File: config.mk
export PLATFORM = sky130hd
export DESIGN_NAME = nvs_seq
export DESIGN_NICKNAME = d
export VERILOG_FILES = /design/src/rtl/nvs_pkg.sv /design/src/rtl/nvs_req_filter.sv /design/src/rtl/nvs_timer.sv /design/src/rtl/nvs_dirty.sv /design/src/rtl/nvs_seq.sv
export SDC_FILE = /design/constraint.sdc
export NUM_CORES = 1
export LEC_CHECK = 0
export BUFFER_PORTS_ARGS = -buffer_cell sky130_fd_sc_hd__buf_2
export CORE_MARGIN = 3
export CORE_UTILIZATION = 67
export CTS_BUF_LIST = sky130_fd_sc_hd__clkbuf_8
export DETAILED_ROUTE_END_ITERATION = 8
export PLACE_DENSITY_LB_ADDON = 0.12
export SETUP_SLACK_MARGIN = 0.1
export SLEW_MARGIN = 10
export SYNTH_ARGS = -nofsm -noshare
export SYNTH_HDL_FRONTEND = slang
export SYNTH_SLANG_ARGS = --single-unit
export TNS_END_PERCENT = 30
File: constraint.sdc
create_clock -name clk -period 3.9 [get_ports clk]
set_input_delay 0.39 -clock clk [delete_from_list [all_inputs] [get_ports clk]]
set_output_delay 0.39 -clock clk [all_outputs]
set_load 0.05 [all_outputs]
File: src/rtl/nvs_pkg.sv
package nvs_pkg;
  typedef enum logic [2:0] {
    ST_PWRLOW,
    ST_RECALL,
    ST_IDLE,
    ST_GRACE,
    ST_STORE,
    ST_WAITHI,
    ST_RESTORE
  } seq_state_e;
endpackage

File: src/rtl/nvs_req_filter.sv
// Synchronizes the shared line and qualifies a low level by minimum width.
module nvs_req_filter #(
  parameter int SYNC_STAGES = 2,
  parameter int MIN_PULSE   = 4
) (
  input  logic clk,
  input  logic rst_n,
  input  logic line_i,
  output logic line_hi_o,
  output logic req_o
);
  localparam int CW = $clog2(MIN_PULSE + 1);

  logic [SYNC_STAGES-1:0] sync_q;
  logic [CW-1:0]          low_cnt;

  always_ff @(posedge clk or negedge rst_n) begin
    if (!rst_n) sync_q <= '1;
    else        sync_q <= {sync_q[SYNC_STAGES-2:0], line_i};
  end

  assign line_hi_o = sync_q[SYNC_STAGES-1];

  always_ff @(posedge clk or negedge rst_n) begin
    if (!rst_n)                         low_cnt <= '0;
    else if (line_hi_o)                 low_cnt <= '0;
    else if (low_cnt != CW'(MIN_PULSE)) low_cnt <= low_cnt + 1'b1;
  end

  assign req_o = (low_cnt == CW'(MIN_PULSE));
endmodule

File: src/rtl/nvs_timer.sv
// Down-counter shared by all timed phases.
module nvs_timer #(
  parameter int W = 8
) (
  input  logic         clk,
  input  logic         rst_n,
  input  logic         load_i,
  input  logic [W-1:0] val_i,
  output logic         zero_o
);
  logic [W-1:0] cnt_q;

  always_ff @(posedge clk or negedge rst_n) begin
    if (!rst_n)            cnt_q <= '0;
    else if (load_i)       cnt_q <= val_i;
    else if (cnt_q != '0)  cnt_q <= cnt_q - 1'b1;
  end

  assign zero_o = (cnt_q == '0);
endmodule

File: src/rtl/nvs_dirty.sv
// Remembers whether any write completed since the last transfer.
module nvs_dirty (
  input  logic clk,
  input  logic rst_n,
  input  logic set_i,
  input  logic clr_i,
  output logic dirty_o
);
  always_ff @(posedge clk or negedge rst_n) begin
    if (!rst_n)     dirty_o <= 1'b0;
    else if (clr_i) dirty_o <= 1'b0;
    else if (set_i) dirty_o <= 1'b1;
  end
endmodule

File: src/rtl/nvs_seq.sv
module nvs_seq #(
  parameter int SYNC_STAGES = 2,
  parameter int MIN_PULSE   = 4,
  parameter int GRACE_CYC   = 100,
  parameter int STORE_CYC   = 1000000,
  parameter int RESTORE_CYC = 70,
  parameter int RECALL_CYC  = 55000
) (
  input  logic clk,
  input  logic rst_n,
  input  logic pwr_ok_i,
  input  logic line_i,
  input  logic wr_done_i,
  output logic busy_drive_o,
  output logic rd_inhibit_o,
  output logic wr_inhibit_o,
  output logic store_done_o,
  output logic recall_done_o
);
  import nvs_pkg::*;

  localparam int MAX_AB = (GRACE_CYC > STORE_CYC) ? GRACE_CYC : STORE_CYC;
  localparam int MAX_CD = (RESTORE_CYC > RECALL_CYC) ? RESTORE_CYC : RECALL_CYC;
  localparam int MAXC   = (MAX_AB > MAX_CD) ? MAX_AB : MAX_CD;
  localparam int TW     = $clog2(MAXC + 1);

  seq_state_e state_q, state_d;
  logic       src_pf_q, src_pf_d;
  logic       t_load, t_zero;
  logic [TW-1:0] t_val;
  logic       line_hi, ext_req, dirty, dirty_set;

  nvs_req_filter #(.SYNC_STAGES(SYNC_STAGES), .MIN_PULSE(MIN_PULSE)) u_filt (
    .clk(clk), .rst_n(rst_n), .line_i(line_i),
    .line_hi_o(line_hi), .req_o(ext_req)
  );

  nvs_timer #(.W(TW)) u_tmr (
    .clk(clk), .rst_n(rst_n), .load_i(t_load), .val_i(t_val), .zero_o(t_zero)
  );

  assign dirty_set = wr_done_i && (state_q == ST_IDLE || state_q == ST_GRACE);

  nvs_dirty u_dirty (
    .clk(clk), .rst_n(rst_n), .set_i(dirty_set),
    .clr_i(store_done_o || recall_done_o), .dirty_o(dirty)
  );

  always_comb begin
    state_d  = state_q;
    src_pf_d = src_pf_q;
    t_load   = 1'b0;
    t_val    = '0;
    unique case (state_q)
      ST_PWRLOW: if (pwr_ok_i) begin
        state_d = ST_RECALL;
        t_load  = 1'b1;
        t_val   = TW'(RECALL_CYC - 1);
      end
      ST_RECALL: begin
        if (!pwr_ok_i)   state_d = ST_PWRLOW;
        else if (t_zero) state_d = ST_IDLE;
      end
      ST_IDLE: begin
        if (!pwr_ok_i) begin
          if (dirty) begin
            state_d  = ST_GRACE;
            src_pf_d = 1'b1;
            t_load   = 1'b1;
            t_val    = TW'(GRACE_CYC - 1);
          end else begin
            state_d = ST_PWRLOW;
          end
        end else if (ext_req && dirty) begin
          state_d  = ST_GRACE;
          src_pf_d = 1'b0;
          t_load   = 1'b1;
          t_val    = TW'(GRACE_CYC - 1);
        end
      end
      ST_GRACE: if (t_zero) begin
        if (src_pf_q && line_hi) begin
          state_d = ST_PWRLOW;
        end else begin
          state_d = ST_STORE;
          t_load  = 1'b1;
          t_val   = TW'(STORE_CYC - 1);
        end
      end
      ST_STORE: if (t_zero) state_d = src_pf_q ? ST_PWRLOW : ST_WAITHI;
      ST_WAITHI: begin
        if (!pwr_ok_i) state_d = ST_PWRLOW;
        else if (line_hi) begin
          state_d = ST_RESTORE;
          t_load  = 1'b1;
          t_val   = TW'(RESTORE_CYC - 1);
        end
      end
      ST_RESTORE: begin
        if (!pwr_ok_i)   state_d = ST_PWRLOW;
        else if (t_zero) state_d = ST_IDLE;
      end
      default: state_d = ST_PWRLOW;
    endcase
  end

  always_ff @(posedge clk or negedge rst_n) begin
    if (!rst_n) begin
      state_q  <= ST_PWRLOW;
      src_pf_q <= 1'b0;
    end else begin
      state_q  <= state_d;
      src_pf_q <= src_pf_d;
    end
  end

  assign busy_drive_o  = (state_q == ST_STORE) || (state_q == ST_GRACE && src_pf_q);
  assign rd_inhibit_o  = !(state_q == ST_IDLE || state_q == ST_GRACE);
  assign wr_inhibit_o  = (state_q != ST_IDLE) || ext_req;
  assign store_done_o  = (state_q == ST_STORE) && t_zero;
  assign recall_done_o = (state_q == ST_RECALL) && t_zero && pwr_ok_i;
endmodule

==> impl_metrics.sql <==
INSERT INTO impl_metrics (metric_group, metric, value, unit) VALUES
('synthesis', 'synth.cell_area', '1740', 'sq um'),
('placement', 'dp.final_hpwl', '2890', 'microns'),
('timing', 'tns', '0', 'ps'),
('detailed_routing', 'drt_pass1_iterations', '5', ''),
('clock_network', 'cts_buffer_depth', '2', ''),
('placement', 'globalplace.congestion', '0.947', ''),
('clock_network', 'clk_latency', '290', 'ps'),
('finish', 'multi_input_area', '940', 'sq um'),
('synthesis', 'synth_top_cell_area_share', '40.3', '%'),
('synthesis', 'ys.warnings.count', '0', ''),
('run', 'cap_viol_max_count', '0', ''),
('finish', 'instances_no_fill', '231', ''),
('detailed_routing', 'wire_per_inst', '18.3', 'microns'),
('synthesis', 'post-synth-top-count-cell', 'dfrtp_1', ''),
('placement', 'placedCellCount', '223', ''),
('critical_path', 'worstSetupStartpointType', 'register', ''),
('clock_network', 'cts_hold_buffers', '0', ''),
('timing', 'final_max_slew_viol_count', '0', ''),
('clock_network', 'cts-buffers-inserted', '5', ''),
('pwr', 'vdd.ir_drop.worst', '798', 'uV'),
('critical_path', 'endpoint_kind', 'output port', ''),
('timing', 'worst-slew-pin-transition', '821', 'ps'),
('clock_network', 'numClockSinks', '30', ''),
('finish', 'post_route_cells_drive_above_1_share', '15.8', '%'),
('placement', 'dp_slack', '1160', 'ps'),
('timing', 'fin_hold_ws', '121', 'ps'),
('timing', 'timing.final.hold_violations', '0', ''),
('die', 'io_pins', '10', ''),
('grt', 'largest_net_degree_at_the_start_of_global_routing', '31', ''),
('finish', 'area.sequential', '753', 'sq um'),
('grt', 'global_route.overflow_total', '0', ''),
('die', 'dieWidth', '57.0', 'microns'),
('hold_path', 'timing.hold.worst.class', 'in -> async', ''),
('synthesis', 'postSynth.asyncResetShare', '100', '%'),
('clock_network', 'clock-root-buffer', 'clkbuf_8', ''),
('critical_path', 'wp_data_arrival', '2690', 'ps'),
('detailed_routing', 'finalWirelength', '4220', 'microns'),
('die', 'initial_utilization', '74.3', '%'),
('outcome', 'status', 'complete, no violations', ''),
('die', 'die-height', '57.0', 'microns'),
('detailed_routing', 'route.vias.total', '1562', ''),
('pwr', 'static-leakage-power', '0.770', 'nW'),
('timing', 'post-route-min-period', '3080', 'ps'),
('synthesis', 'seq_total_area_yosys', '43.3', '%'),
('die', 'die-area', '3240', 'sq um'),
('critical_path', 'crit_type', 'reg -> out', ''),
('clock_network', 'post-cts-setup-buffer-count', '0', ''),
('finish', 'n_antenna_cell', '0', ''),
('synthesis', 'synthesis.nets', '200', ''),
('detailed_routing', 'drt_iter0_markers', '135', ''),
('critical_path', 'critPathMaxFanout', '6', ''),
('timing', 'final_min_period_over_clock_period', '79.1', '%'),
('grt', 'grt_util_all_layers', '30.7', '%'),
('die', 'core.rowCount', '17', ''),
('synthesis', 'synth.top_cells.by_area', 'dfrtp_1 (40%), o21ai_0 (6.6%), xnor2_1 (6.0%)', ''),
('timing', 'rsz_0062_raised_after_global_routing', 'no', ''),
('synthesis', 'synth_cell_type_count', '48', ''),
('detailed_routing', 'antenna_violating_nets_post_route', '0', ''),
('placement', 'port_buf_inserts', '9', ''),
('finish', 'area.growth.synth_to_final', '11.4', '%'),
('finish', 'net_total_in_the_final_layout', '211', ''),
('timing', 'fmax', '324', 'MHz'),
('grt', 'grt_pass1_vias', '1615', ''),
('clock_network', 'cts_tree', 'built', ''),
('timing', 'fin_worst_skew', '9.77', 'ps'),
('timing', 'final_worst_setup_slack', '816', 'ps'),
('detailed_routing', 'route.detailed.vias_per_inst', '6.76', ''),
('critical_path', 'cp_data_required_time', '3510', 'ps'),
('grt', 'antenna_violations_before_repair', '0', ''),
('finish', 'fillerInstances', '161', ''),
('die', 'design.core.area', '2340', 'sq um'),
('detailed_routing', 'remaining_drc_errors', '0', ''),
('synthesis', 'synth.largest_area_cell', 'dfrtp_1', ''),
('synthesis', 'synth_top_cells_by_count', 'dfrtp_1 (28), o21ai_0 (23), nand2_1 (17)', ''),
('pwr', 'cellPowerDensity', '734', 'nW/um^2'),
('synthesis', 'postSynthCellCount', '191', ''),
('grt', 'grt_pass1_wl', '7630', 'microns'),
('clock_network', 'cts_max_level', '2', ''),
('synthesis', 'yosys_most_used_dff', 'dfrtp_1', ''),
('synthesis', 'syn_avg_cell_area', '9.11', 'sq um'),
('clock_network', 'clkTransAtPathRegs', '70', 'ps'),
('synthesis', 'edff_count_synth', '0', ''),
('synthesis', 'synth_seq_cells', '30', ''),
('timing', 'setup_violations', '0', ''),
('timing', 'timing.max_slew.rel_slack', '44.7', '%'),
('clock_network', 'post_cts_resized', '0', '');
flip-flops by register name, indices dropped and copies added, names as in the netlist:
name and flops:
u_tmr.cnt_q 20, state_q 3, u_filt.low_cnt 3, u_filt.sync_q 2
src_pf_q 1, u_dirty.dirty_o 1
logic make-up after synthesis:
group	after synthesis	share of synthesized area, %
buffers and inverters	11	2.66
AOI/OAI and AO/OA	53	18.6
adders and majority gates	4	2.88
and+or+nand+nor	78	25.0
DFF	30	43.3
xor gates and xnor gates	15	7.55
power by group:
part | internal (W) | switching (W) | total (W) | leakage (nW)
Combinational | 0.000194 | 0.000306 | 0.000500 | 0.335
Sequential | 0.000401 | 0.000125 | 0.000526 | 0.364
Clock | 0.000272 | 0.000124 | 0.000397 | 0.0714
path summary, 6_finish.rpt:
path	start	to	slack [ps]	depth (start not counted)
max	u_tmr.cnt_q[0]	recall_done_o	820	7
min	rst_n	u_tmr.cnt_q[7]	120	1
max reg2reg	u_tmr.cnt_q[0]	u_tmr.cnt_q[12]	1370	7
min reg2reg	u_filt.sync_q[0]	u_filt.sync_q[1]	360	0
max in group asynchronous	rst_n	u_tmr.cnt_q[17]	3350	1
min in group clk	line_i	u_filt.sync_q[0]	200	1
placed cells by master (no fill, tap or decap), types with 3 or more instances in the layout:
cell type,synthesis,layout
a21oi_1,8,8
a31oi_1,4,4
buf_2,1,9
clkbuf_8,0,6
dfrtp_1,28,28
ha_1,4,4
inv_1,6,6
nand2_1,17,17
nand2b_1,3,3
nand3_1,5,5
nor2_1,11,11
nor2b_1,3,3
nor3_1,8,8
nor4_1,8,8
o21ai_0,23,23
o21ai_2,3,3
or2_2,4,4
or3_1,3,3
xnor2_1,12,12
xor2_1,3,3
metrics by stage:
| step | utilization [%] | cell area [sq um] | total power [W] |
|---|---|---|---|
| after global placement | 76.7 | 1800 | 0.000977 |
| after CTS | 82.8 | 1940 | 0.00141 |
| final | 82.8 | 1940 | 0.00142 |
| after global routing | 82.8 | 1940 | 0.00151 |
| after detailed placement | 76.7 | 1800 | 0.00100 |
| after floorplan | - | 1740 | 0.000883 |
critical path, stage by stage, from the launching register on:
cell,delay (ps)
dfrtp_1,430
inv_1,100
ha_1,170
or4b_4,470
or4_4,450
or2_1,300
nor3_1,200
buf_2,290
layout make-up:
cell class | count | area share, %
Multi-Input combinational cell | 150 | 48.5
Inverter | 6 | 1.16
Sequential cell | 30 | 38.9
Clock buffer | 6 | 4.26
Tap cell | 28 | 1.81
Clock inverter | 2 | 3.10
Timing Repair Buffer | 9 | 2.32
metal layers:
| layer | global-route usage (%) | routed length (microns) |
|---|---|---|
| met5 | 0 | 0 |
| met3 | 7.69 | 349 |
| met1 | 40.9 | 1720 |
| met4 | 14.6 | 104 |
| met2 | 47.3 | 2040 |
Note: power is estimated with default switching activity, not from simulation.
